### config.mk
export PLATFORM = sky130hd
export DESIGN_NAME = cen_edge_gen
export DESIGN_NICKNAME = d
export VERILOG_FILES = /design/src/rtl/cen_pkg.sv /design/src/rtl/cen_counter.sv /design/src/rtl/cen_match.sv /design/src/rtl/cen_edge_gen.sv
export SDC_FILE = /design/constraint.sdc
export NUM_CORES = 1
export LEC_CHECK = 0
export CORE_AREA = 2 2 39 41
export CTS_BUF_LIST = sky130_fd_sc_hd__clkbuf_8
export DETAILED_ROUTE_END_ITERATION = 8
export DIE_AREA = 0 0 41 43
export GPL_TIMING_DRIVEN = 1
export PLACE_DENSITY_LB_ADDON = 0.1
export SLEW_MARGIN = 20
export SYNTH_ARGS = -nofsm -noshare
export SYNTH_HDL_FRONTEND = slang
export SYNTH_SLANG_ARGS = --single-unit
### constraint.sdc
create_clock -name clk -period 1.6 [get_ports clk]
set_clock_uncertainty 0.2 [all_clocks]
set_input_delay 0.16 -clock clk [delete_from_list [all_inputs] [get_ports clk]]
set_output_delay 0.16 -clock clk [all_outputs]
set_load 0.05 [all_outputs]
### src/rtl/cen_pkg.sv
package cen_pkg;

    typedef enum logic {
        EDGE_RISE = 1'b0,
        EDGE_FALL = 1'b1
    } edge_kind_e;

    function automatic int unsigned cnt_width(input int unsigned div);
        return (div < 3) ? 1 : $clog2(div);
    endfunction

    function automatic int unsigned match_point(input edge_kind_e kind,
                                                input int unsigned div,
                                                input int unsigned rise_at);
        return (kind == EDGE_RISE) ? rise_at : (div - 1);
    endfunction

endpackage

### src/rtl/cen_counter.sv
module cen_counter #(
    parameter int unsigned DIV = 8,
    parameter int unsigned W   = 3
) (
    input  logic         clk,
    input  logic         rst,
    output logic [W-1:0] count
);
    localparam logic [W-1:0] LAST = W'(DIV - 1);

    typedef struct packed {
        logic [W-1:0] count;
    } cnt_state_t;

    cnt_state_t state_d, state_q;

    always_comb begin
        state_d = state_q;
        if (rst) begin
            state_d.count = '0;
        end else if (state_q.count == LAST) begin
            state_d.count = '0;
        end else begin
            state_d.count = state_q.count + 1'b1;
        end
    end

    always_ff @(posedge clk) begin
        state_q <= state_d;
    end

    assign count = state_q.count;
endmodule

### src/rtl/cen_match.sv
module cen_match #(
    parameter int unsigned W     = 3,
    parameter int unsigned POINT = 0
) (
    input  logic         clk,
    input  logic         rst,
    input  logic [W-1:0] count,
    output logic         pulse
);
    localparam logic [W-1:0] HIT = W'(POINT);

    typedef struct packed {
        logic pulse;
    } match_state_t;

    match_state_t state_d, state_q;

    always_comb begin
        state_d = state_q;
        if (rst) begin
            state_d.pulse = 1'b0;
        end else begin
            state_d.pulse = (count == HIT);
        end
    end

    always_ff @(posedge clk) begin
        state_q <= state_d;
    end

    assign pulse = state_q.pulse;
endmodule

### src/rtl/cen_edge_gen.sv
module cen_edge_gen #(
    parameter int unsigned DIV     = 8,
    parameter int unsigned RISE_AT = DIV / 2 - 1
) (
    input  logic clk,
    input  logic rst,
    output logic rise_en,
    output logic fall_en
);
    import cen_pkg::*;

    localparam int unsigned W      = cnt_width(DIV);
    localparam int unsigned NEDGES = 2;

    if ((DIV % 2) != 0 || DIV < 2) begin : g_bad_div
        initial $fatal(1, "cen_edge_gen: DIV=%0d must be even and at least 2", DIV);
    end
    if (RISE_AT >= DIV - 1) begin : g_bad_rise
        initial $fatal(1, "cen_edge_gen: RISE_AT=%0d must lie below DIV-1", RISE_AT);
    end

    logic [W-1:0]      count;
    logic [NEDGES-1:0] strobes;

    cen_counter #(
        .DIV (DIV),
        .W   (W)
    ) u_counter (
        .clk   (clk),
        .rst   (rst),
        .count (count)
    );

    for (genvar i = 0; i < NEDGES; i++) begin : g_edge
        localparam edge_kind_e KIND = (i == 0) ? EDGE_RISE : EDGE_FALL;
        cen_match #(
            .W     (W),
            .POINT (match_point(KIND, DIV, RISE_AT))
        ) u_match (
            .clk   (clk),
            .rst   (rst),
            .count (count),
            .pulse (strobes[i])
        );
    end

    assign rise_en = strobes[0];
    assign fall_en = strobes[1];
endmodule

==> insert_results.sql <==
INSERT INTO impl_metrics (metric_group, metric, value, unit) VALUES
('run_status', 'outcome', 'finished clean', ''),
('power', 'power.ir.vdd_worst', '0.2198', 'mV'),
('grt', 'grt_util_all_layers', '5.924', '%'),
('synthesis', 'post-synth-top-area-fraction', '56.74', '%'),
('clock_network', 'clock_sinks', '5', ''),
('timing', 'unrepaired_setup_endpoints_after_global_routing', 'no', ''),
('power', 'p_per_area', '1417', 'nW/um^2'),
('synthesis', 'yosys_warnings', '0', ''),
('timing', 'final-max-slew-violation-count', '0', ''),
('grt', 'antenna_violations_before_repair', '0', ''),
('hold_path', 'hold_end', 'u_counter.count[0]', ''),
('clock_network', 'h-tree-depth', '1', ''),
('timing', 'fin_tns_setup', '0', 'ns'),
('hold_path', 'worst_hold_path.num_cells', '1', ''),
('floorplan', 'num_rows', '14', ''),
('clock_network', 'cell_at_the_root_of_the_clock_tree', 'clkbuf_8', ''),
('drt', 'viasPerCell', '3.108', ''),
('synthesis', 'synth_fp_nets', '19', ''),
('setup_path', 'critical_path.endpoint_type', 'flip-flop', ''),
('floorplan', 'io-pin-count', '4', ''),
('final_layout', 'area_growth', '51.06', '%'),
('floorplan', 'placeableCoreArea', '1384', 'um^2'),
('clock_network', 'clock_buffers_created_by_tritoncts', '3', ''),
('timing', 'setup-violations-final', '0', ''),
('drt', 'iteration_0_drc_count_of_the_detailed_router', '0', ''),
('synthesis', 'ys_ff_latch', '5', ''),
('timing', 'finalCritPeriodShare', '77.39', '%'),
('floorplan', 'fp.dieArea', '1763', 'um^2'),
('setup_path', 'critical_path_peak_fanout', '4', ''),
('setup_path', 'cp_cell_sequence', 'ha_1 > ha_1 > nor3_1', ''),
('clock_network', 'tritoncts', 'yes', ''),
('setup_path', 'worstPathArrival', '1.18', 'ns'),
('clock_network', 'clk_path_buf_depth', '2', ''),
('power', 'power_leakage', '0.1218', 'nW'),
('final_layout', 'fillerInstances', '155', ''),
('grt', 'first_global_vias', '144', ''),
('clock_network', 'cts_setup_buffers', '0', ''),
('setup_path', 'critical_path_rt', '1.54', 'ns'),
('setup_path', 'timing.critical_path.slowest_stage_cell', 'dfxtp_1', ''),
('clock_network', 'cts-hold-fix-buffers', '0', ''),
('floorplan', 'fp.dieW', '41', 'um'),
('drt', 'route.detailed.wl_per_inst', '8.297', 'um'),
('setup_path', 'reg2reg_depth', '3', ''),
('placement', 'detailed_place_hpwl', '213.5', 'um'),
('setup_path', 'worst-setup-path-type', 'reg2reg', ''),
('final_layout', 'mostFrequentLayoutCells', 'dfxtp_1 (5), ha_1 (3), clkbuf_8 (3)', ''),
('timing', 'achievable-frequency', '0.8076', 'GHz'),
('final_layout', 'design.final.nets', '27', ''),
('setup_path', 'worstReg2RegStart', 'u_counter.count[0]', ''),
('floorplan', 'die_height', '43', 'um'),
('run', 'max_cap_violations', '0', ''),
('timing', 'slew_headroom', '85.64', '%'),
('drt', 'route.antenna.remaining_nets', '0', ''),
('clock_network', 'post_cts_resize_count', '0', ''),
('drt', 'drt-total-wl', '307', 'um'),
('synthesis', 'yosysSeqAreaShare', '56.74', '%'),
('placement', 'portBuffers', '3', ''),
('timing', 'finalHoldViolations', '0', ''),
('synthesis', 'netlist_instances', '14', ''),
('final_layout', 'leading_cell_type_in_the_layout_fill_and_taps_excluded', 'dfxtp_1', ''),
('final_layout', 'antenna-diode-count', '0', ''),
('setup_path', 'timing.rr.end', 'u_counter.count[0]', ''),
('setup_path', 'critical_path.n_buffers_inverters', '0', ''),
('grt', 'grt_first_pass_wirelength', '593', 'um'),
('setup_path', 'rrSetupSlack', '0.36', 'ns'),
('synthesis', 'mappedNetlistArea', '176.4', 'um^2'),
('setup_path', 'critPathTopFamily', 'adder cells', ''),
('drt', 'drc', '0', ''),
('timing', 'fin_crit_period', '1.238', 'ns'),
('timing', 'final.setup.worst_slack', '0.3618', 'ns'),
('floorplan', 'initial_core_util', '12.75', '%');
## stage by stage
step	util (%)	hold WS [ns]	std cells	cell area (um^2)	power (mW)
2_1_floorplan	-	0.03074	14	176.4	0.1501
3_3_place_gp	16.00	0.2062	33	221.5	0.1572
3_5_place_dp	16.00	0.2226	33	221.5	0.1583
4_1_cts	19.26	0.2338	37	266.5	0.3860
5_1_grt	19.26	0.2450	37	266.5	0.4031
6_report	19.26	0.2251	37	266.5	0.3777
## cells by family after synthesis
family	Yosys count	synth area share (%)
adders and majority gates	3	21.28
buffers and inverters	1	2.126
DFF	5	56.74
and+or+nand+nor	5	19.86
## where the power goes
part / total [mW] / internal, mW / switching [mW]
registers: 0.136 / 0.133 / 0.00301
clock network: 0.221 / 0.164 / 0.0571
logic: 0.0206 / 0.0106 / 0.0100
## flip-flops by register name, indices dropped and copies added (netlist names)
signal                cells
u_counter.count           3
g_edge.u_match.pulse      2
## metal layers
layer,wire length (um),track usage [%],vias up
met3,24,3.141,0
met1,124,5.466,52
met5,0,0,-
met2,157,7.500,3
li1,-,-,60
met4,0,8.000,0
## layout make-up
cell class	count	area, um^2	area share [%]
Sequential cell	5	100.1	37.56
Timing Repair Buffer	3	25.02	9.390
Inverter	1	3.754	1.408
Multi-Input combinational cell	8	72.57	27.23
Clock buffer	3	41.29	15.49
Tap cell	16	20.02	7.512
Clock inverter	1	3.754	1.408
## cell usage after synthesis
| cell type | number |
|---|---|
| ha_1 | 3 |
| nor2b_1 | 2 |
| inv_1 | 1 |
| dfxtp_1 | 5 |
| nor3_1 | 2 |
| nor3b_2 | 1 |
## how the worst max path moves through the flow
stage | from | endpoint | depth (start not counted)
after global routing | u_counter.count[0] | u_counter.count[0] | 3
after detailed placement | u_counter.count[0] | u_counter.count[0] | 3
after global placement | u_counter.count[0] | u_counter.count[0] | 3
final | u_counter.count[0] | u_counter.count[0] | 3
after CTS | u_counter.count[0] | u_counter.count[0] | 3
after floorplan | u_counter.count[0] | g_edge[1].u_match.pulse | 3
(Power assumes the default switching activity.)
